`src/rtl/i2c_brg_pkg.sv`:
```
package i2c_brg_pkg;

    typedef enum logic {
        BRG_IDLE = 1'b0,
        BRG_RUN  = 1'b1
    } brg_state_e;

    typedef struct packed {
        logic start;
        logic refuse;
        logic roll;
        logic finish;
        logic abort;
        logic reload;
    } brg_ctl_t;

    function automatic logic reload_legal(input logic [6:0] v);
        return v != '0;
    endfunction

    function automatic int halves_per_xfer(input int bits);
        return 2 * bits;
    endfunction

endpackage

```
`src/rtl/brg_down_counter.sv`:
```
module brg_down_counter #(
    parameter int W = 7
) (
    input  logic         clk,
    input  logic         rst,
    input  logic         load,
    input  logic [W-1:0] load_val,
    input  logic         step,
    output logic [W-1:0] cnt,
    output logic         at_zero
);
    always_ff @(posedge clk) begin
        if (rst) begin
            cnt <= '0;
        end else if (load) begin
            cnt <= load_val;
        end else if (step && cnt != '0) begin
            cnt <= cnt - 1'b1;
        end
    end

    assign at_zero = (cnt == '0);
endmodule

```
`src/rtl/brg_half_tracker.sv`:
```
module brg_half_tracker #(
    parameter int HALVES = 18
) (
    input  logic clk,
    input  logic rst,
    input  logic start,
    input  logic roll,
    output logic scl,
    output logic last_half
);
    localparam int HW = (HALVES > 1) ? $clog2(HALVES) : 1;

    logic [HW-1:0] half_idx;

    always_ff @(posedge clk) begin
        if (rst) begin
            half_idx <= '0;
            scl      <= 1'b1;
        end else if (start) begin
            half_idx <= '0;
            scl      <= 1'b1;
        end else if (roll) begin
            half_idx <= half_idx + 1'b1;
            scl      <= ~scl;
        end
    end

    assign last_half = (half_idx == HW'(HALVES - 1));
endmodule

```
`src/rtl/i2c_scl_rate_gen.sv`:
```
module i2c_scl_rate_gen
    import i2c_brg_pkg::*;
#(
    parameter int RELOAD_W      = 7,
    parameter int BITS_PER_XFER = 9
) (
    input  logic                clk,
    input  logic                rst,
    input  logic                tick_en,
    input  logic                master_en,
    input  logic [RELOAD_W:0]   reload_reg,
    input  logic                buf_wr,
    output logic                scl,
    output logic                busy,
    output logic                done,
    output logic                cfg_err
);
    localparam int HALVES = halves_per_xfer(BITS_PER_XFER);

    brg_state_e          state_q;
    brg_ctl_t            ctl;
    logic [RELOAD_W-1:0] reload_q;
    logic [RELOAD_W-1:0] cnt_q;
    logic [RELOAD_W-1:0] load_val;
    logic                at_zero;
    logic                last_half;
    logic                req_ok;

    assign req_ok = buf_wr && master_en && (state_q == BRG_IDLE);

    always_comb begin
        ctl        = '0;
        ctl.start  = req_ok && reload_legal(reload_reg[RELOAD_W-1:0]);
        ctl.refuse = req_ok && !reload_legal(reload_reg[RELOAD_W-1:0]);
        ctl.roll   = (state_q == BRG_RUN) && tick_en && at_zero;
        ctl.finish = ctl.roll && last_half;
        ctl.abort  = ctl.roll && !last_half && !master_en;
        ctl.reload = ctl.roll && !last_half && master_en;
    end

    assign load_val = ctl.start ? reload_reg[RELOAD_W-1:0] : reload_q;

    always_ff @(posedge clk) begin
        if (rst) begin
            state_q  <= BRG_IDLE;
            reload_q <= '0;
            done     <= 1'b0;
            cfg_err  <= 1'b0;
        end else begin
            done    <= ctl.finish;
            cfg_err <= ctl.refuse;
            if (ctl.start) begin
                state_q  <= BRG_RUN;
                reload_q <= reload_reg[RELOAD_W-1:0];
            end else if (ctl.finish || ctl.abort) begin
                state_q <= BRG_IDLE;
            end
        end
    end

    brg_down_counter #(.W(RELOAD_W)) u_cnt (
        .clk      (clk),
        .rst      (rst),
        .load     (ctl.start || ctl.reload),
        .load_val (load_val),
        .step     (tick_en && (state_q == BRG_RUN)),
        .cnt      (cnt_q),
        .at_zero  (at_zero)
    );

    brg_half_tracker #(.HALVES(HALVES)) u_half (
        .clk       (clk),
        .rst       (rst),
        .start     (ctl.start),
        .roll      (ctl.roll),
        .scl       (scl),
        .last_half (last_half)
    );

    assign busy = (state_q == BRG_RUN);
endmodule

```
`config.mk`:
```
export PLATFORM = sky130hd
export DESIGN_NAME = i2c_scl_rate_gen
export DESIGN_NICKNAME = d
export VERILOG_FILES = /design/src/rtl/i2c_brg_pkg.sv /design/src/rtl/brg_down_counter.sv /design/src/rtl/brg_half_tracker.sv /design/src/rtl/i2c_scl_rate_gen.sv
export SDC_FILE = /design/constraint.sdc
export NUM_CORES = 1
export LEC_CHECK = 0
export ABC_AREA = 1
export BUFFER_PORTS_ARGS = -buffer_cell sky130_fd_sc_hd__buf_2
export CORE_ASPECT_RATIO = 1.25
export CORE_MARGIN = 10
export CORE_UTILIZATION = 55
export CTS_CLUSTER_DIAMETER = 80
export DETAILED_ROUTE_END_ITERATION = 7
export PLACE_DENSITY = 0.81
export REMOVE_ABC_BUFFERS = 1
export SLEW_MARGIN = 20
export SYNTH_ARGS = -nofsm -noshare
export SYNTH_HDL_FRONTEND = slang
export SYNTH_SLANG_ARGS = --single-unit
```
`constraint.sdc`:
```
create_clock -name clk -period 1.96 [get_ports clk]
set_input_delay 0.196 -clock clk [delete_from_list [all_inputs] [get_ports clk]]
set_output_delay 0.196 -clock clk [all_outputs]
set_load 0.005 [all_outputs]
```
; ---- Word level (Yosys, flattened, before mapping)
; Cells that the tools add are included.
[word_totals]
register_bits = 23
latch_bits = 0
mem_bits_rw = 0
rom_bits = 0
in_bits = 13
memories = 0
[op_classes]
n_addsub = 2
mul = 0
div_mod_pow = 0
magnitude_cmp = 0
eq_ne = 1
shifts = 0
mux = 5
n_bitwise = 2
n_reduce_logical = 22
[op_table]
columns = cell, n
row1 = 2-to-1 mux 7 bit, 3
row2 = nonzero test 7 bit, 2
row3 = logical AND 1 bit, 11
row4 = zero test 7 bit, 1
row5 = subtractor 7 x 1 -> 7 bit (second input constant), 1
row6 = adder 5 x 1 -> 5 bit (second input constant), 1
row7 = equality test 5 bit (second input constant), 1
row8 = nonzero test 2 bit, 2
row9 = zero test 1 bit, 3
row10 = logical OR 1 bit, 2
row11 = 2-to-1 mux 1 bit, 2
row12 = NOT 1 bit, 2
row13 = OR reduction 2 bit, 1

; ---- Depth between registers and ports, before layout
; Gate-level depths: netlist of run 1.
[logic_depth]
depth_word = 7
mapped_depth = 12
mapped_depth_nobuf = 12

; ---- Cells and area by module
; From an unflattened synthesis of run 1, not the netlist that was laid out.
[unflattened]
cells_unflattened = 214
hier_area_um2 = 1338.8
[by_module_without_submodules]
columns = mod, n_inst, cells_each, area_each_um2, seq_area_each_um2
row1 = i2c_scl_rate_gen, 1, 87, 540.5, 200.2
row2 = brg_down_counter, 1, 92, 530.5, 140.1
row3 = brg_half_tracker, 1, 35, 267.8, 120.1

; ---- Least setup slack after synthesis of run 1
; No wires, ideal clock.
[synth_path]
path_type = register to register
start = register u_cnt.cnt[0]
end = register u_cnt.cnt[1]
setup_time_ns = 0.132
arrival_ns = 1.352
slack_ns = 0.476
stages_incl_launch_ff = 12
path_buffers = 0
path_cell_list = dfxtp_1 inv_1 ha_1 inv_2 nor2_2 nand3_4 nor2_8 nand2_4 nand2_4 nand2_1 nand2_1 a21oi_1
[synth_via]
elab_chain_len = 6
word_cells_on_any_way = 11
cone_classes = add/sub (1) / mux (2) / reduce/logical (8)
[synth_lines]
columns = element, line
row1 = from (decl), brg_down_counter.sv:9  ; output logic [W-1:0] cnt,
row2 = from (signal assigned), brg_down_counter.sv:16  ; cnt <= load_val;
row3 = from (signal assigned), brg_down_counter.sv:18  ; cnt <= cnt - 1'b1;
row4 = "parallel branches: the longest is 6 deep, another holds subtractor 7 x 1 -> 7 bit", --
; Parallel ways; which one is timed is not known. The select of a mux whose other input is x is not followed.
; A chain may end at the register's enable or synchronous reset.

; ---- Final worst setup path of run 1
[layout_path]
start = register u_cnt.cnt[0]
end = register u_cnt.cnt[4]
; The elaborated chain is that of the path after synthesis.

==> results.py, run 1 <==
metrics = {
    "power_and_ir_drop": {
        "power_density_nw_per_um2": 682.2,
        "peakVddDrop_uv": 498.7,
        "leakagePower_uw": 0.0006440,
    },
    "floorplanning": {
        "rows": 19,
        "num_io_pins": 17,
        "start_util_pct": 56.98,
        "core-area_um2": 2187,
        "die_area_um2": 4582,
        "dieHeight_um": 73.22,
        "dieWidth_um": 62.58,
    },
    "logic_synthesis": {
        "synth_edf_count": 0,
        "avgSynthCellArea_um2": 7.203,
        "synthCells": 173,
        "yosys-top-cells-area": "dfxtp_1 37%, nand2_1 11%, inv_1 6.9%, nand3_1 5.6%, nor2_1 5.1%",
        "ys_types": 29,
        "ys.flop_type": "dfxtp_1",
        "synth_seq_cells": 23,
        "synth_top_area_share_pct": 36.95,
        "syn_area_um2": 1246,
        "synthArstFlopShare_pct": 0,
        "synth-seq-area-share_pct": 36.95,
        "synth_top_cell_by_area": "dfxtp_1",
        "synth_warnings": 0,
    },
    "cts": {
        "clockBufferDepth": 2,
        "cts_buffers": 3,
        "cts.clk_slew.worst_paths_ns": 0.13,
        "ctsHoldBuffers": 0,
        "post_cts_buffers": 0,
        "htreeDepth": 1,
        "cts_repair_resize_count": 0,
        "clk_latency_ns": 0.32,
        "cts_tree": "done",
        "root_buffer": "clkbuf_4",
        "cts.sinks": 23,
    },
    "grt": {
        "grt_pass1_vias": 1085,
        "grt_max_degree": 20,
        "grt_pass1_wl_um": 4395,
        "antenna_found_initial": 0,
        "track_usage_pct": 11.73,
        "grt-ovfl-total": 0,
        "met1_usage_pct": 12.50,
        "grt-busiest-layer": "met2",
        "met2_usage_pct": 20.32,
        "grt.met3_usage_pct": 2.151,
    },
    "layout": {
        "postLayoutCellArea_um2": 1371,
        "n_antenna_cell": 0,
        "drive_gt1_share_pct": 17.37,
        "syn_to_final_growth_pct": 10.04,
        "final-instance-count-excl-fill": 221,
        "fin_nets": 207,
    },
    "drt": {
        "totalWireLength_um": 2552,
        "vias_per_cell": 5.000,
        "post_drt_wl_per_cell_um": 11.55,
        "ant_nets": 0,
        "drtIter0Drc": 33,
        "vias": 1105,
        "drcViolationCount": 0,
        "first_pass_iters": 4,
    },
    "placement": {
        "dp_hpwl_um": 1995,
        "dp_worst_setup_slack_ns": 0.2839,
        "place_area_um2": 1345,
        "io_buffers": 15,
        "gp_congestion": 0.8360,
        "dpl.cell_count": 217,
    },
    "sta": {
        "clock_skew_ns": 0.006282,
        "slew_headroom_pct": 63.10,
        "fin_crit_ns": 1.702,
        "rsz0062_at_grt": "no",
        "setup_violations": 0,
        "setup_ws_ns": 0.2582,
        "tns_ns": 0,
        "slew_violations": 0,
        "tightest_slew_ns": 0.5514,
        "max_freq_mhz": 587.6,
        "hold_viol": 0,
        "fin_crit_sh_pct": 86.83,
        "whs_ns": 0.1571,
    },
    "worst_setup_path": {
        "rrSetupSlack_ns": 0.26,
        "startpoint_type": "register",
        "cp-endpoint": "u_cnt.cnt[4]$_SDFFE_PP0P_",
        "critPathLaunch": "u_cnt.cnt[0]$_SDFFE_PP0P_",
        "rr_startpoint": "u_cnt.cnt[0]$_SDFFE_PP0P_",
        "rr_worst_depth": 12,
        "reg2reg_to": "u_cnt.cnt[4]$_SDFFE_PP0P_",
        "critPathRequiredTime_ns": 2.25,
        "worst_setup_path_end_kind": "register",
        "worst-path-max-fanout": 9,
        "arrival_ns": 1.99,
        "critPathKind": "reg2reg",
    },
    "hold_path": {
        "hp-class": "in2reg",
        "min-delay-start": "rst",
    },
    "run_status": {
        "status": "completed",
    },
    "flow_run": {
        "drv_cap": 0,
    },
}
## final cells by class
| class | count | area, um2 |
|---|---|---|
| Fill cell | 228 | 815.8 |
| Multi-Input combinational cell | 121 | 668.1 |
| Sequential cell | 23 | 460.4 |
| Inverter | 27 | 102.6 |
| Timing Repair Buffer | 15 | 75.07 |
| Tap cell | 31 | 38.79 |
| Clock buffer | 4 | 26.28 |
## power breakdown
part	leakage (uW)	switching, uW	internal, uW
Sequential	0.000187	15.4	490
Combinational	0.000442	125	77.2
Clock	0.0000150	147	79.9
## per-layer routing
layer / vias up / routed length, um
li1: 587 / -
met1: 488 / 1224
met2: 25 / 1184
met3: 5 / 77
met4: 0 / 65
met5: - / 0
## cells in the mapped netlist (2+ instances only)
library cell,n
nand3_1,14
xnor2_1,4
inv_2,2
dfxtp_1,23
nor2_1,17
o21ai_0,8
ha_1,3
nor3_1,4
nand2_1,38
nand4_1,6
a21oi_1,9
nand2_4,3
nor3b_1,2
nor2_2,3
inv_1,23
## placed cells by master (no fill, tap or decap), types with 3 or more instances in the layout
cell type	netlist	routed
nand2_1	38	38
inv_1	23	23
dfxtp_1	23	23
nor2_1	17	17
buf_2	0	15
nand3_1	14	14
a21oi_1	9	9
o21ai_0	8	8
nand4_1	6	6
xnor2_1	4	4
nor3_1	4	4
nor2_2	3	3
nand2_4	3	3
ha_1	3	3
clkbuf_4	0	3
## registers in the layout (all words and copies together), names as in the netlist
| register | cells |
|---|---|
| reload_q | 7 |
| u_half.half_idx | 5 |
| done | 1 |
| cfg_err | 1 |
| u_cnt.cnt | 7 |
| u_half.scl | 1 |
| busy | 1 |
## critical path, stage by stage, from the launching register on
cell and delay [ns]:
dfxtp_1 0.32, inv_1 0.11, ha_1 0.25, inv_2 0.06, nor2_2 0.12, nand3_4 0.11, nor2_8 0.18, nand2_4 0.12
nand2_4 0.12, nand2_1 0.09, nand3_1 0.09, nand2_1 0.05, inv_1 0.05
## stage by stage
step / power [uW] / util, %
detailed placement: 718.1 / 61.50
CTS: 940.0 / 62.70
floorplan: 669.9 / -
finish: 935.5 / 62.70
global route: 982.9 / 62.70
global placement: 711.5 / 61.50
## kinds of logic after synthesis
family	Yosys count	share of synthesized area [%]
flip-flops	23	36.95
XOR/XNOR	5	3.514
AND/OR/NAND/NOR	90	35.74
buffers and inverters	29	9.437
AO/OA/AOI/OAI	23	11.35
adder cells (fa/ha/maj)	3	3.012
## worst min path at each step
stage | endpoint | slack, ns | depth (start not counted)
after floorplan | busy$_SDFFE_PP0P_ | 0.27 | 1
after global placement | reload_q[5]$_SDFF_PP0_ | 0.46 | 2
after detailed placement | reload_q[5]$_SDFF_PP0_ | 0.46 | 2
after CTS | u_cnt.cnt[1]$_SDFFE_PP0P_ | 0.16 | 2
after global routing | reload_q[5]$_SDFF_PP0_ | 0.16 | 3
final | u_cnt.cnt[1]$_SDFFE_PP0P_ | 0.16 | 2
(Power assumes the default switching activity.)
==> run 2: changes to the inputs <==
BUFFER_PORTS_ARGS = -buffer_cell sky130_fd_sc_hd__buf_4   (was -buffer_cell sky130_fd_sc_hd__buf_2)
==> run 2 against run 1 <==
Non-clock buffer count unchanged. Highest routed layer unchanged. Power barely moved. Critical endpoint is now u_cnt.cnt[5]$_SDFFE_PP0P_. Largest cell class unchanged. Fmax fell by 0.73%. Critical path depth stayed put.
==> results.py, run 2 (same netlist as run 1, synthesis figures left out) <==
metrics = {
    "drt": {
        "met1_length_um": 1143,
        "drtIter0Drc": 41,
        "ant_nets": 0,
        "vias_per_cell": 5.100,
        "wl_met2_um": 1175,
        "first_pass_iters": 4,
        "drcViolationCount": 0,
        "vias": 1127,
        "totalWireLength_um": 2477,
        "dr.max_layer_used": "met4",
        "route.met3.wl_um": 106,
        "post_drt_wl_per_cell_um": 11.21,
    },
    "placement": {
        "gp_congestion": 0.8352,
        "io_buffers": 15,
        "dp_hpwl_um": 1905,
    },
    "cts": {
        "clockBufferDepth": 2,
        "clk_latency_ns": 0.32,
        "htreeDepth": 1,
        "cts_buffers": 3,
        "post_cts_buffers": 0,
        "cts_repair_resize_count": 0,
        "root_buffer": "clkbuf_4",
        "cts.sinks": 23,
        "cts.clk_slew.worst_paths_ns": 0.12,
        "cts_tree": "done",
        "ctsHoldBuffers": 0,
    },
    "sta": {
        "setup_violations": 0,
        "clock_skew_ns": 0.003200,
        "tightest_slew_ns": 0.5442,
        "slew_violations": 0,
        "fin_crit_ns": 1.714,
        "max_freq_mhz": 583.3,
        "fin_crit_sh_pct": 87.47,
        "tns_ns": 0,
        "hold_viol": 0,
        "rsz0062_at_grt": "no",
        "slew_headroom_pct": 63.58,
    },
    "worst_setup_path": {
        "critPathRequiredTime_ns": 2.23,
        "critPathKind": "reg2reg",
        "worstPathCellList": "inv_1, ha_1, inv_2, nor2_2, nand3_4, nor2_8, nand2_4, nand2_4, nand2_1, nand3_1, nand2_1, inv_1",
        "critPathSlowestCell": "dfxtp_1",
        "arrival_ns": 1.99,
        "worst_setup_path_end_kind": "register",
        "crit_family": "simple AND/OR/NAND/NOR gates",
        "rrSetupSlack_ns": 0.25,
        "startpoint_type": "register",
        "worst_path_largest_cell_delay_ns": 0.32,
        "cp_num_buf_inv": 3,
        "worst-path-max-fanout": 9,
    },
    "power_and_ir_drop": {
        "pwr-share-seq_pct": 54.0,
        "pwr-share-comb_pct": 22.5,
        "peakVddDrop_uv": 504.4,
        "intPower_uw": 651.9,
        "switching_power_uw": 284.0,
        "power_density_nw_per_um2": 663.7,
        "swShare_pct": 30.35,
        "p_total_uw": 935.9,
        "leakagePower_uw": 0.0006580,
        "p_clk_share_pct": 23.5,
    },
    "layout": {
        "n_antenna_cell": 0,
        "drive_gt1_share_pct": 17.89,
        "fin_nets": 207,
        "final_common_cell": "nand2_1",
        "reg_top3": "reload_q: 7 flops, u_cnt.cnt: 7 flops, u_half.half_idx: 5 flops",
        "syn_to_final_growth_pct": 13.15,
        "mostFrequentLayoutCells": "38 x nand2_1, 23 x inv_1, 23 x dfxtp_1",
    },
    "hold_path": {
        "hp-class": "in2reg",
    },
    "grt": {
        "grt_pass1_vias": 1076,
        "track_usage_pct": 11.90,
        "antenna_found_initial": 0,
        "grt_pass1_wl_um": 4519,
        "grt_max_degree": 20,
        "grt-ovfl-total": 0,
    },
    "floorplanning": {
        "dieHeight_um": 73.22,
        "start_util_pct": 56.98,
        "core-area_um2": 2187,
        "die_area_um2": 4582,
        "num_io_pins": 17,
        "rows": 19,
        "dieWidth_um": 62.58,
    },
    "flow_run": {
        "drv_cap": 0,
    },
    "run_status": {
        "status": "completed",
    },
}
-- run 2: changes by cell type in the layout (fill, tap and decap cells not counted), sizes merged --
cell,delta
clkbuf,-1
clkinv,+1
-- run 2: final cells by class --
| type | instances | area (um2) |
|---|---|---|
| clock inverter | 1 | 5.005 |
| sequential | 23 | 460.4 |
| timing repair buffer | 15 | 112.6 |
| clock buffer | 3 | 22.52 |
| fill | 228 | 777.0 |
| multi-input combinational | 121 | 668.1 |
| tap | 31 | 38.79 |
| inverter | 27 | 102.6 |
-- run 2: metal layers --
layer	global-route usage [%]	vias to the layer above
met5	0	-
met4	6.468	0
met3	2.919	5
met2	19.86	29
met1	13.76	505
li1	-	588
-- run 2: power by group through the flow --
stage / registers, uW / logic (uW) / clock network (uW)
2_1_floorplan: 513 / 157 / 0
3_3_place_gp: 515 / 204 / 0
3_5_place_dp: 516 / 208 / 0
4_1_cts: 505 / 211 / 232
5_1_grt: 509 / 240 / 245
6_report: 506 / 211 / 220
-- run 2: metrics by stage --
stage                     util [%]  cells  area (um2)  hold WS [ns]  setup WS, ns
after floorplan                  -    171        1231        0.2651        0.4838
after global placement       63.22    217        1383        0.4536        0.3285
after detailed placement     63.22    217        1383        0.4559        0.2980
after CTS                    64.47    221        1410        0.1018        0.2572
after global routing         64.47    221        1410        0.1172        0.1031
final                        64.47    221        1410        0.1175        0.2457
-- run 2: path summary, 6_finish.rpt --
check | startpoint | endpoint | depth (start not counted)
hold / removal | rst | busy$_SDFFE_PP0P_ | 2
hold reg to reg | reload_q[6]$_SDFF_PP0_ | reload_q[6]$_SDFF_PP0_ | 2
setup / recovery | u_cnt.cnt[0]$_SDFFE_PP0P_ | u_cnt.cnt[5]$_SDFFE_PP0P_ | 12
setup reg to reg | u_cnt.cnt[0]$_SDFFE_PP0P_ | u_cnt.cnt[5]$_SDFFE_PP0P_ | 12
==> run 3: changes to the inputs <==
--- a/config.mk
+++ b/config.mk
@@ -6,12 +6,11 @@
 export NUM_CORES = 1
 export LEC_CHECK = 0
-export ABC_AREA = 1
 export BUFFER_PORTS_ARGS = -buffer_cell sky130_fd_sc_hd__buf_4
 export CORE_ASPECT_RATIO = 1.25
 export CORE_MARGIN = 10
-export CORE_UTILIZATION = 55
+export CORE_UTILIZATION = 54
 export CTS_CLUSTER_DIAMETER = 80
 export DETAILED_ROUTE_END_ITERATION = 7
-export PLACE_DENSITY = 0.81
+export PLACE_DENSITY = 0.8
 export REMOVE_ABC_BUFFERS = 1
 export SLEW_MARGIN = 20
==> constraint.sdc (replaced) <==
create_clock -name clk -period 1.96 [get_ports clk]
set_input_delay 0.098 -clock clk [delete_from_list [all_inputs] [get_ports clk]]
set_output_delay 0.098 -clock clk [all_outputs]
set_load 0.005 [all_outputs]
==> run 3 against run 2 <==
The run now ends with negative setup slack left. Fmax is 15% lower. Utilization up 7.2 points. Sequential share of layout area up 0.29 points. Via count decreased by 9.8%. Cell area down 0.35%. Setup slack got worse by 0.30 ns. Hold slack got worse by 0.064 ns. Power is 1.6% higher. First-iteration DRC count decreased by 22%. Highest routed layer unchanged.
==> results.py, run 3 <==
metrics = {
    "grt": {
        "grt-ovfl-total": 0,
        "grt_pass1_vias": 985,
        "grt_max_degree": 20,
        "met2_usage_pct": 22.02,
        "antenna_found_initial": 0,
        "grt-busiest-layer": "met2",
        "grt.met3_usage_pct": 3.436,
        "track_usage_pct": 12.72,
        "met1_usage_pct": 13.35,
        "grt_pass1_wl_um": 4402,
    },
    "logic_synthesis": {
        "yosys-top-cells-area": "dfxtp_1 42%, a21oi_1 4.6%, xor2_1 4.0%, ha_1 3.4%, nor2_1 3.4%",
        "ys_types": 44,
        "synth-seq-area-share_pct": 41.91,
        "synth_warnings": 0,
        "synthCells": 119,
        "synthArstFlopShare_pct": 0,
        "synth_edf_count": 0,
        "synth_top_area_share_pct": 41.91,
        "synth_seq_cells": 23,
        "syn_area_um2": 1099,
        "synthMostInstantiatedCell": "dfxtp_1",
        "synth_top_cell_by_area": "dfxtp_1",
        "ys.flop_type": "dfxtp_1",
        "ys_top_cells_by_count": "23 x dfxtp_1, 10 x a21oi_1, 10 x nor2_1",
        "avgSynthCellArea_um2": 9.232,
    },
    "placement": {
        "dp_hpwl_um": 1963,
        "io_buffers": 15,
        "dpl.cell_count": 163,
        "gp_congestion": 0.8217,
    },
    "floorplanning": {
        "die_area_um2": 4250,
        "num_io_pins": 17,
        "dieWidth_um": 60.34,
        "dieHeight_um": 70.43,
        "rows": 18,
        "core-area_um2": 1959,
        "start_util_pct": 56.07,
    },
    "layout": {
        "multiInputGateArea_um2": 638.1,
        "nFillCells": 154,
        "mostFrequentLayoutCells": "32 x buf_4, 21 x dfxtp_1, 10 x nor2_1, 10 x a21oi_1, 9 x nand2_1",
        "syn_to_final_growth_pct": 27.90,
        "final_common_cell": "buf_4",
        "fin_nets": 168,
        "drive_gt1_share_pct": 35.76,
        "seq_area_um2": 462.9,
        "final-instance-count-excl-fill": 171,
        "reg_top3": "reload_q: 7 flops, u_cnt.cnt: 7 flops, u_half.half_idx: 5 flops",
        "n_antenna_cell": 0,
    },
    "run_status": {
        "status": "finished with violations",
        "violations": "negative setup slack",
    },
    "sta": {
        "fin_crit_sh_pct": 102.9,
        "rsz0062_at_grt": "yes",
        "whs_ns": 0.05360,
        "max_freq_mhz": 495.7,
        "hold_viol": 0,
        "tightest_slew_ns": 0.4439,
        "slew_violations": 0,
        "fin_crit_ns": 2.017,
        "tns_ns": -0.1346,
        "setup_ws_ns": -0.05734,
        "slew_headroom_pct": 70.13,
        "clock_skew_ns": 0.003762,
        "setup_violations": 6,
    },
    "power_and_ir_drop": {
        "leakagePower_uw": 0.0006017,
        "power_density_nw_per_um2": 677.0,
        "p_total_uw": 951.3,
        "peakVddDrop_uv": 683.2,
    },
    "cts": {
        "htreeDepth": 1,
        "cts.sinks": 23,
        "clockBufferDepth": 2,
        "ctsHoldBuffers": 0,
        "cts.clk_slew.worst_paths_ns": 0.13,
        "cts_tree": "done",
        "cts_buffers": 3,
        "clk_latency_ns": 0.32,
        "root_buffer": "clkbuf_4",
    },
    "worst_setup_path": {
        "rr_startpoint": "u_cnt.cnt[0]$_SDFFE_PP0P_",
        "arrival_ns": 2.26,
        "critPathSlowestCell": "or4_4",
        "rr_worst_depth": 7,
        "worst-path-max-fanout": 5,
        "reg2reg_to": "u_cnt.cnt[0]$_SDFFE_PP0P_",
        "worst_path_largest_cell_delay_ns": 0.47,
        "startpoint_type": "register",
        "worstPathCellList": "inv_2, ha_4, or3b_4, or4_4, o21ai_4, o21ai_2, a221oi_2",
        "rrSetupSlack_ns": -0.06,
        "worst_setup_path_end_kind": "register",
        "critPathRequiredTime_ns": 2.20,
        "critPathKind": "reg2reg",
    },
    "drt": {
        "vias_per_cell": 5.947,
        "totalWireLength_um": 2655,
        "drtIter0Drc": 32,
        "vias": 1017,
        "post_drt_wl_per_cell_um": 15.53,
        "ant_nets": 0,
        "first_pass_iters": 6,
        "drcViolationCount": 0,
    },
    "hold_path": {
        "hp-class": "in2reg",
        "min_delay_worst_endpoint": "reload_q[6]$_SDFF_PP0_",
        "whs_path_depth": 3,
        "min-delay-start": "reload_reg[6]",
    },
    "flow_run": {
        "drv_cap": 0,
    },
}
## run 3: worst max-delay path, delay by kind of cell, from the launching register on
family	cells	cell delay (ns)
flops	1	0.35
simple gates	2	0.84
buf+inv	1	0.07
compound gates	3	0.55
fa+ha+maj	1	0.13
## run 3: worst max path at each step
stage / startpoint / to / slack (ns) / depth (start not counted)
after floorplan: u_cnt.cnt[0]$_SDFFE_PP0P_ / u_cnt.cnt[1]$_SDFFE_PP0P_ / -0.12 / 7
after CTS: u_cnt.cnt[0]$_SDFFE_PP0P_ / u_cnt.cnt[0]$_SDFFE_PP0P_ / -0.07 / 7
after global placement: u_cnt.cnt[0]$_SDFFE_PP0P_ / u_cnt.cnt[1]$_SDFFE_PP0P_ / -0.07 / 7
after detailed placement: u_cnt.cnt[0]$_SDFFE_PP0P_ / u_cnt.cnt[1]$_SDFFE_PP0P_ / -0.10 / 7
final: u_cnt.cnt[0]$_SDFFE_PP0P_ / u_cnt.cnt[0]$_SDFFE_PP0P_ / -0.06 / 7
after global routing: u_cnt.cnt[0]$_SDFFE_PP0P_ / u_cnt.cnt[0]$_SDFFE_PP0P_ / -0.12 / 7
## run 3: cell type report
class | count | share of cell area (%)
timing repair buffer | 32 | 17.10
clock buffer | 3 | 1.603
multi-input combinational | 89 | 45.41
sequential | 23 | 32.95
inverter | 3 | 0.8014
clock inverter | 1 | 0.3562
tap | 20 | 1.781
## run 3: kinds of logic (layout without fill, tap and decap cells)
group / after synthesis / count (layout) / synth area share, %
simple gates: 46 / 46 / 23.58
compound gates: 32 / 33 / 21.64
flops: 23 / 23 / 41.91
buf+inv: 8 / 39 / 3.530
xor+xnor: 5 / 5 / 3.986
fa+ha+maj: 3 / 3 / 3.417
mux: 2 / 2 / 1.936
## run 3: routing by layer
layer  routed length [um]  vias to the layer above
met2                 1404                       24
li1                     -                      500
met5                    0                        -
met3                  171                        5
met1                 1036                      488
met4                   42                        0
## run 3: metrics by stage
stage                     setup slack [ns]  area, um2  utilization [%]
after floorplan                    -0.1233       1071                -
after global placement            -0.06835       1314            67.05
after detailed placement           -0.1046       1314            67.05
after CTS                         -0.06812       1378            70.31
after global routing               -0.1208       1405            71.71
final                             -0.05734       1405            71.71
## run 3: repair_timing
action / in CTS / in global routing
resized for setup: 7 / 2
pin swaps: 2 / 1
setup endpoints to repair: 7 / 8
gates cloned: 1 / 0
hold endpoints to repair: 0 / 0
setup buffers: 1 / 2
## run 3: report_power, final
part           switching (uW)  internal (uW)  leakage (uW)  total (uW)
clock                     149           76.6     0.0000177         225
sequential               12.6            488      0.000188         501
combinational             109            117      0.000396         226
total                     270            681      0.000602         951
